--- src/rtl/irq_pkg.sv ---
package irq_pkg;
  localparam int unsigned ADR_STATUS = 0;
  localparam int unsigned ADR_CTRL   = 1;
  localparam int unsigned ADR_SMASK  = 2;

  typedef enum logic [1:0] {
    SEL_NONE,
    SEL_STATUS,
    SEL_CTRL,
    SEL_SMASK
  } reg_sel_e;
endpackage

--- src/rtl/irq_status_bank.sv ---
module irq_status_bank #(
  parameter int unsigned NSRC = 8
) (
  input  logic            clk,
  input  logic            rst_n,
  input  logic [NSRC-1:0] evt,
  input  logic [NSRC-1:0] clr,
  output logic [NSRC-1:0] status
);
  for (genvar i = 0; i < NSRC; i++) begin : g_flag
    always_ff @(posedge clk or negedge rst_n) begin
      if (!rst_n) begin
        status[i] <= 1'b0;
      end else if (evt[i]) begin
        status[i] <= 1'b1;
      end else if (clr[i]) begin
        status[i] <= 1'b0;
      end
    end
  end
endmodule

--- src/rtl/irq_regif.sv ---
module irq_regif
  import irq_pkg::*;
#(
  parameter int unsigned NSRC        = 8,
  parameter int unsigned DW          = 8,
  parameter int unsigned ADDR_W      = 2,
  parameter bit          SRC_MASK_EN = 1'b1
) (
  input  logic              clk,
  input  logic              rst_n,
  input  logic              req_valid,
  output logic              req_ready,
  input  logic              req_write,
  input  logic [ADDR_W-1:0] req_addr,
  input  logic [DW-1:0]     req_wdata,
  output logic              rsp_valid,
  input  logic              rsp_ready,
  output logic [DW-1:0]     rsp_data,
  input  logic [NSRC-1:0]   status,
  output logic [NSRC-1:0]   clr,
  output logic              gmask,
  output logic [NSRC-1:0]   smask
);
  reg_sel_e        sel;
  logic            accept;
  logic            wr_en;
  logic            rd_en;
  logic [DW-1:0]   rd_mux;
  logic            rsp_valid_q;
  logic [DW-1:0]   rsp_data_q;

  always_comb begin
    if (req_addr == ADDR_W'(ADR_STATUS))      sel = SEL_STATUS;
    else if (req_addr == ADDR_W'(ADR_CTRL))   sel = SEL_CTRL;
    else if (req_addr == ADDR_W'(ADR_SMASK))  sel = SEL_SMASK;
    else                                      sel = SEL_NONE;
  end

  assign req_ready = !rsp_valid_q;
  assign accept    = req_valid && req_ready;
  assign wr_en     = accept && req_write;
  assign rd_en     = accept && !req_write;

  assign clr = (wr_en && sel == SEL_STATUS) ? req_wdata[NSRC-1:0] : '0;

  always_ff @(posedge clk or negedge rst_n) begin
    if (!rst_n) begin
      gmask <= 1'b1;
    end else if (wr_en && sel == SEL_CTRL) begin
      gmask <= req_wdata[0];
    end
  end

  if (SRC_MASK_EN) begin : g_smask
    always_ff @(posedge clk or negedge rst_n) begin
      if (!rst_n) begin
        smask <= '0;
      end else if (wr_en && sel == SEL_SMASK) begin
        smask <= req_wdata[NSRC-1:0];
      end
    end
  end else begin : g_no_smask
    assign smask = '0;
  end

  always_comb begin
    rd_mux = '0;
    case (sel)
      SEL_STATUS: rd_mux[NSRC-1:0] = status;
      SEL_CTRL:   rd_mux[0]        = gmask;
      SEL_SMASK:  rd_mux[NSRC-1:0] = smask;
      default:    rd_mux           = '0;
    endcase
  end

  always_ff @(posedge clk or negedge rst_n) begin
    if (!rst_n) begin
      rsp_valid_q <= 1'b0;
      rsp_data_q  <= '0;
    end else if (rd_en) begin
      rsp_valid_q <= 1'b1;
      rsp_data_q  <= rd_mux;
    end else if (rsp_valid_q && rsp_ready) begin
      rsp_valid_q <= 1'b0;
    end
  end

  assign rsp_valid = rsp_valid_q;
  assign rsp_data  = rsp_data_q;
endmodule

--- src/rtl/irq_pin_drv.sv ---
module irq_pin_drv #(
  parameter int unsigned NSRC = 8
) (
  input  logic [NSRC-1:0] status,
  input  logic [NSRC-1:0] smask,
  input  logic            gmask,
  output logic            irq_oe
);
  logic [NSRC-1:0] live;

  assign live   = status & ~smask;
  assign irq_oe = (|live) && !gmask;
endmodule

--- src/rtl/irq_collect.sv ---
module irq_collect #(
  parameter int unsigned NSRC        = 8,
  parameter int unsigned DW          = 8,
  parameter int unsigned ADDR_W      = 2,
  parameter bit          SRC_MASK_EN = 1'b1
) (
  input  logic              clk,
  input  logic              rst_n,
  input  logic [NSRC-1:0]   evt,
  input  logic              req_valid,
  output logic              req_ready,
  input  logic              req_write,
  input  logic [ADDR_W-1:0] req_addr,
  input  logic [DW-1:0]     req_wdata,
  output logic              rsp_valid,
  input  logic              rsp_ready,
  output logic [DW-1:0]     rsp_data,
  output logic              irq_oe
);
  logic [NSRC-1:0] status_q;
  logic [NSRC-1:0] clr_bits;
  logic [NSRC-1:0] smask_q;
  logic            gmask_q;

  irq_status_bank #(.NSRC(NSRC)) u_bank (
    .clk    (clk),
    .rst_n  (rst_n),
    .evt    (evt),
    .clr    (clr_bits),
    .status (status_q)
  );

  irq_regif #(
    .NSRC(NSRC), .DW(DW), .ADDR_W(ADDR_W), .SRC_MASK_EN(SRC_MASK_EN)
  ) u_regs (
    .clk       (clk),
    .rst_n     (rst_n),
    .req_valid (req_valid),
    .req_ready (req_ready),
    .req_write (req_write),
    .req_addr  (req_addr),
    .req_wdata (req_wdata),
    .rsp_valid (rsp_valid),
    .rsp_ready (rsp_ready),
    .rsp_data  (rsp_data),
    .status    (status_q),
    .clr       (clr_bits),
    .gmask     (gmask_q),
    .smask     (smask_q)
  );

  irq_pin_drv #(.NSRC(NSRC)) u_pin (
    .status (status_q),
    .smask  (smask_q),
    .gmask  (gmask_q),
    .irq_oe (irq_oe)
  );
endmodule

--- config.mk ---
export PLATFORM = sky130hd
export DESIGN_NAME = irq_collect
export DESIGN_NICKNAME = d
export VERILOG_FILES = /design/src/rtl/irq_pkg.sv /design/src/rtl/irq_status_bank.sv /design/src/rtl/irq_regif.sv /design/src/rtl/irq_pin_drv.sv /design/src/rtl/irq_collect.sv
export SDC_FILE = /design/constraint.sdc
export NUM_CORES = 1
export LEC_CHECK = 0
export BUFFER_PORTS_ARGS = -buffer_cell sky130_fd_sc_hd__buf_2
export CORE_UTILIZATION = 45
export CTS_BUF_LIST = sky130_fd_sc_hd__clkbuf_8
export DETAILED_ROUTE_END_ITERATION = 10
export GPL_TIMING_DRIVEN = 1
export PLACE_DENSITY = 0.72
export SYNTH_ARGS = -nofsm -noshare
export SYNTH_HDL_FRONTEND = slang
export SYNTH_HIERARCHICAL = 1
export SYNTH_SLANG_ARGS = --single-unit
--- constraint.sdc ---
create_clock -name clk -period 2.1 [get_ports clk]
set_clock_uncertainty 0.15 [all_clocks]
set_input_delay 0.63 -clock clk [delete_from_list [all_inputs] [get_ports clk]]
set_output_delay 0.63 -clock clk [all_outputs]
set_load 0.01 [all_outputs]
==> metrics.csv, run 1 <==
stage,metric,value,unit
clocking,root buffer selected by CTS,clkbuf_8,
yosys,ys async rst share,1.00,
drt,DR iter-0 viols,13,
floorplanning,CORE AREA,0.00257,mm2
timing,RSZ-0062 raised after global routing,yes,
drt,Routed Antenna Nets,0,
power,Sw Ratio,0.264,
floorplanning,Rows,18,
global_routing,total track usage,0.181,
power,Comb power frac,0.225,
floorplanning,die area,0.00305,mm2
clocking,Clock Tree Buf Depth,2,
yosys,area of the mapped netlist,0.00127,mm2
timing,Final Hold Viols,0,
timing,Achievable Freq,458,MHz
final_layout,"commonest non-fill, non-tap cells in the layout","buf_2, dfrtp_1, inv_1",
setup_path,worst path required time,1.32,ns
final_layout,area delta synth->final,23.7,%
job,maxcap violations,0,
power,cell-internal power,1.01,mW
floorplanning,die height,55.2,um
yosys,Yosys cell types,23,
yosys,Syn Nets,131,
clocking,CTS buffer count,3,
timing,"Slew Viols, Final",0,
floorplanning,initial core utilization,0.497,
global_routing,antenna violations before repair,0,
floorplanning,chip width,55.2,um
clocking,Post-CTS Hold Buffers,0,
worst_hold_path,min-delay worst type,in2async,
placement,RePlAce Congestion,0.734,
power,leakage,0.774,nW
final_layout,"commonest non-fill, non-tap cell in the layout",buf_2,
setup_path,slowest cell delay on critical path,0.40,ns
power,Clock Power Share,0.301,
yosys,Post-synth top flop,dfrtp_1,
drt,drt first pass iters,2,
final_layout,fillers,226,
setup_path,slowest CP cell,dfrtp_1,
status,status,"complete, but fails checks",
clocking,CTS tree,yes,
timing,worst relative slew slack,0.615,
floorplanning,I/O pins,34,
final_layout,antenna cell count,0,
clocking,H-tree depth,1,
setup_path,Worst Path Arrival,1.41,ns
status,violated checks,negative setup slack,
clocking,CTS Sinks,26,
power,PwrDens,872,mW/mm2
clocking,"Reg clk slew, reported paths",0.09,ns
final_layout,"Core Util, Final",0.615,
yosys,#FFs+latches synth,26,
yosys,syn avg cell area,11.8,um2
placement,pre-CTS WS,-0.00891,ns
timing,Worst Max-Slew Pin Slew,0.578,ns
final_layout,Final #Nets,170,
setup_path,WP buf/inv,1,
global_routing,vias in the first global route,918,
setup_path,worst-path fanout max,2,
drt,DR vias,896,
setup_path,critical path's top delay family,compound AO/OA/AOI/OAI gates,
placement,I/O Buffers,33,
yosys,Post-synth EDFFs,0,
drt,WL final,2470,um
setup_path,CP cell instances,nor2b_4 -> a2111oi_4 -> a31oi_1 -> buf_2,
yosys,"Seq/Total Area, Yosys",0.511,
power,sequential share of power,0.474,
setup_path,crit end category,output port,
drt,DR DRC count,0,
clocking,clk_lat worst skew,0.27,ns
drt,wire length per cell,14.1,um
placement,HPWL Detailed,1820,um
power,Psw,0.364,mW
global_routing,first-pass GRT wire length,4370,um
final_layout,share of cells above drive strength 1,0.390,
drt,mean number of vias per cell,5.09,
yosys,Synth Instances,108,
setup_path,kind of critical path,reg2out,
global_routing,"Remaining Overflow, GRT",0,
timing,Final setup viols,1,
global_routing,largest net degree at the start of global routing,27,
power,VDD IR max,0.601,mV
timing,setup slack after layout,-0.0857,ns
timing,min cycle time layout,2.19,ns
timing,final worst-path cycle share,1.04,
yosys,Ys Warns,6,
setup_path,type of origin of the critical path,register,
-- kinds of logic (layout without fill, tap and decap cells) --
family	Yosys count	in the layout	share of synthesized area
buf+inv	19	57	0.0697
flops	26	26	0.511
mux	18	18	0.175
compound gates	21	21	0.125
simple gates	24	24	0.120
-- sequential cells by signal, summed over array words and instances, names as in the netlist --
| register | cells |
|---|---|
| u_bank/status | 8 |
| u_regs/smask | 8 |
| u_regs/gmask | 1 |
| u_regs/rsp_valid | 1 |
| u_regs/rsp_data | 8 |
-- worst register-to-register path, stage by stage, from the launching register on --
cell      delay [ns]
dfrtp_1         0.42
nand3b_4        0.17
or3b_1          0.62
mux2_4          0.38
-- metrics by stage --
stage | hold slack (ns) | cell area, um2 | cells | setup TNS, ns | power, mW
final | 0.197 | 1580 | 176 | -0.0857 | 1.38
after global routing | 0.241 | 1580 | 176 | -0.165 | 1.45
after CTS | 0.217 | 1570 | 175 | -0.105 | 1.39
after detailed placement | 0.314 | 1470 | 170 | -0.0380 | 0.956
after global placement | 0.311 | 1470 | 170 | 0 | 0.941
after floorplan | 0.184 | 1270 | 108 | 0 | 0.840
-- metal layers --
| layer | routed length, um | vias up | GRT usage |
|---|---|---|---|
| li1 | - | 440 | - |
| met1 | 1190 | 434 | 0.251 |
| met2 | 1200 | 20 | 0.293 |
| met3 | 75 | 2 | 0.0141 |
| met4 | 16 | 0 | 0.0750 |
| met5 | 0 | - | 0 |
-- synthesized netlist by cell type, drive strengths merged, types with 2 or more instances --
cell    number  area [um2]
a21o         8        60.1
a22oi        2        15.0
and2         8        50.1
buf          4        32.5
dfrtp       25         626
inv         14        52.6
mux2        10         143
mux2i        8        80.1
nand2        7        26.3
nand3b       2        27.5
nor2b        3        18.8
o21ai        2        10.0
o31ai        7        52.6
or3b         2        17.5
-- final cells by class --
type	instances	area (um2)	area share
inverters	14	52.6	0.0333
clock buffers	3	41.3	0.0262
repair buffers	39	210	0.133
clock inverters	1	30.0	0.0190
flip-flops and latches	26	652	0.413
well taps	30	37.5	0.0238
multi-input cells	63	554	0.351
-- power by group through the flow --
stage | logic [mW] | clock network (mW) | registers (mW)
after detailed placement | 0.297 | 0 | 0.659
after floorplan | 0.177 | 0 | 0.662
after CTS | 0.313 | 0.421 | 0.652
after global routing | 0.342 | 0.445 | 0.667
after global placement | 0.287 | 0 | 0.654
final | 0.309 | 0.414 | 0.653
-- repair_timing --
item | CTS | global route
endpoints found under the setup margin | 1 | 1
pin swaps | 2 | 1
setup buffers | 1 | 1
cloned | 0 | 0
resized for setup | 3 | 0
-- worst paths after layout --
path / startpoint / endpoint / slack [ns] / depth (start not counted)
worst min-delay path: rst_n / u_regs/rsp_data[0] / 0.20 / 1
worst max register to register: u_regs/rsp_valid / u_regs/smask[3] / 0.25 / 3
min in group clk: u_regs/rsp_data[7] / u_regs/rsp_data[7] / 0.33 / 2
max in group asynchronous: rst_n / u_regs/smask[7] / 1.22 / 1
worst max-delay path: u_bank/status[4] / irq_oe / -0.09 / 4
worst min register to register: u_regs/rsp_data[7] / u_regs/rsp_data[7] / 0.33 / 2
No activity file was read; power rests on OpenSTA's default activity.
==> inputs of run 2 (changes only) <==
clock period = 2.6 ns   (was 2.1 ns; I/O delays follow)
==> run 2 against run 1 <==
Against the previous run: the run now ends clean; cell area down 4.2%; critical endpoint unchanged; power shrank 26%; count of clock-buffer cells in the layout rose by 1; die area stayed put; first-iteration DRC count is 38% higher; critical path type unchanged; setup slack gained 0.30 ns; wire length decreased by 5.6%; combinational power down 24%; sequential power shrank 20%; critical path depth did not move; core utilization decreased by 2.6 points.
==> metrics.csv, run 2 (synthesized netlist as in run 1, its figures left out) <==
stage,metric,value,unit,change
setup_path,worst path required time,1.67,ns,+0.35 ns
timing,Final Hold Viols,0,,unchanged
clocking,H-tree depth,1,,unchanged
power,VDD IR max,0.572,mV,-4.7%
timing,final setup TNS,0,ns,+0.0857 ns
placement,placed cell areas,0.00146,mm2,-1.0%
floorplanning,chip width,55.2,um,unchanged
global_routing,antenna violations before repair,0,,unchanged
worst_hold_path,min-delay worst type,reg2reg,,
setup_path,flop2flop setup slack,0.76,ns,+0.51 ns
placement,placed cell count,168,,-1.2%
clocking,"Reg clk slew, reported paths",0.09,ns,about the same
setup_path,CP cell instances,nor2b_1 -> a2111oi_2 -> a31oi_1 -> buf_2,,
global_routing,"Remaining Overflow, GRT",0,,unchanged
final_layout,fillers,232,,+2.7%
timing,Hold WS,0.333,ns,+0.136 ns
global_routing,vias in the first global route,832,,-9.4%
floorplanning,die area,0.00305,mm2,unchanged
placement,RePlAce Congestion,0.719,,-2.1%
final_layout,"commonest non-fill, non-tap cell in the layout",buf_2,,
power,PwrDens,669,mW/mm2,-23%
timing,Final setup viols,0,,-1
drt,DR vias,869,,-3.0%
setup_path,worst-path fanout max,3,,+1
power,Clock Power Share,0.253,,-0.048
power,sequential share of power,0.516,,+0.042
clocking,CTS buffer count,3,,unchanged
timing,"Slew Viols, Final",0,,unchanged
global_routing,met2 GRT Util,0.277,,-0.0155
setup_path,type of origin of the critical path,register,,
timing,final worst-path cycle share,0.918,,
setup_path,Reg2Reg Depth,3,,unchanged
power,Comb power frac,0.231,,+0.006
final_layout,area delta synth->final,18.5,%,
final_layout,"commonest non-fill, non-tap cells in the layout","buf_2, dfrtp_1, inv_1",,
setup_path,critical path's top delay family,compound AO/OA/AOI/OAI gates,,
floorplanning,Rows,18,,unchanged
placement,pre-CTS WS,0.277,ns,+0.286 ns
timing,worst relative slew slack,0.614,,about the same
timing,Worst Max-Slew Pin Slew,0.579,ns,+0.000646 ns
timing,RSZ-0062 raised after global routing,no,,
power,leakage,0.740,nW,-4.4%
status,status,finished clean,,
clocking,CTS Sinks,26,,unchanged
global_routing,met1 Track Usage GR,0.210,,-0.0407
floorplanning,I/O pins,34,,unchanged
power,Design Power,1.01,mW,-26%
setup_path,worst r2r src,u_regs/rsp_valid,,
global_routing,gr busiest metal,met2,,
drt,drt first pass iters,4,,+2
timing,Achievable Freq,419,MHz,
clocking,# resized after CTS,0,,-3
worst_hold_path,hold path depth,2,,
setup_path,slowest cell delay on critical path,0.40,ns,about the same
clocking,clk_lat worst skew,0.27,ns,about the same
setup_path,WP buf/inv,1,,unchanged
clocking,root buffer selected by CTS,clkbuf_8,,
floorplanning,initial core utilization,0.497,,unchanged
final_layout,Final #Nets,166,,-2.4%
clocking,"Setup Fix Bufs, Post-CTS",0,,-1
drt,wire length per cell,13.6,um,-3.4%
floorplanning,CORE AREA,0.00257,mm2,unchanged
clocking,Post-CTS Hold Buffers,0,,unchanged
final_layout,antenna cell count,0,,unchanged
final_layout,share of cells above drive strength 1,0.366,,-0.0242
setup_path,slowest CP cell,dfrtp_1,,
worst_hold_path,hold path startpoint,u_regs/rsp_data[7],,
setup_path,kind of critical path,reg2out,,
floorplanning,die height,55.2,um,unchanged
job,maxcap violations,0,,unchanged
power,Psw,0.273,mW,-25%
drt,mean number of vias per cell,5.05,,-0.76%
global_routing,first-pass GRT wire length,3960,um,-9.3%
timing,setup slack after layout,0.214,ns,+0.300 ns
setup_path,Worst Path Arrival,1.46,ns,+0.05 ns
clocking,CTS tree,yes,,
final_layout,Final Cell Area,0.00151,mm2,-4.2%
drt,DR iter-0 viols,18,,+5
global_routing,largest net degree at the start of global routing,27,,unchanged
placement,I/O Buffers,33,,unchanged
timing,min cycle time layout,2.39,ns,
global_routing,total track usage,0.166,,-0.0144
worst_hold_path,Min-Delay Endpoint,u_regs/rsp_data[7],,
drt,DR DRC count,0,,unchanged
power,cell-internal power,0.739,mW,-27%
final_layout,Non-Filler Instances,172,,-2.3%
drt,WL final,2340,um,-5.6%
setup_path,reg2reg end,u_regs/smask[7],,
placement,HPWL Detailed,1770,um,-2.9%
drt,Routed Antenna Nets,0,,unchanged
clocking,Clock Tree Buf Depth,2,,unchanged
final_layout,"Core Util, Final",0.589,,-0.0258
global_routing,met3 Resource Use GR,0.0515,,+0.0375
power,Sw Ratio,0.270,,+0.00545
setup_path,crit end category,output port,,
## run 2: changes by cell type in the layout (fill, tap and decap cells not counted), sizes merged
| cell | previous run | this run |
|---|---|---|
| bufinv | 1 | 0 |
| buf | 39 | 35 |
| clkbuf | 3 | 4 |
## run 2: cell type report
type	instances	area [um2]	area share
sequential	26	652	0.431
multi-input combinational	63	534	0.353
tap	30	37.5	0.0248
inverter	14	52.6	0.0348
clock buffer	4	55.1	0.0364
timing repair buffer	35	180	0.119
## run 2: how the worst max path moves through the flow
| stage | cells after the start | to | start | slack [ns] |
|---|---|---|---|---|
| after floorplan | 5 | u_bank/status[7] | req_addr[0] | 0.63 |
| after detailed placement | 3 | u_regs/smask[0] | req_addr[1] | 0.28 |
| after CTS | 4 | irq_oe | u_bank/status[0] | 0.20 |
| final | 4 | irq_oe | u_bank/status[0] | 0.21 |
| after global placement | 3 | u_regs/smask[5] | req_addr[1] | 0.32 |
| after global routing | 4 | irq_oe | u_bank/status[0] | 0.08 |
## run 2: power groups by stage
stage          Clock (mW)  Combinational, mW  Sequential (mW)
2_1_floorplan           0              0.143            0.535
3_3_place_gp            0              0.229            0.528
3_5_place_dp            0              0.235            0.532
4_1_cts             0.264              0.236            0.523
5_1_grt             0.286              0.261            0.531
6_report            0.256              0.234            0.522
## run 2: metal layers
metal  wire [um]  part of all wire  vias up
met4          17            0.0073        0
met1        1140              0.49      408
met2        1080              0.46       23
met5           0                 0        -
li1            -                 -      434
met3         101             0.043        4
## run 2: worst reg2reg max path, cell delays in order (launching register included)
cell and delay, ns:
dfrtp_1 0.41, nand3b_4 0.18, or3b_1 0.61, mux2_4 0.38
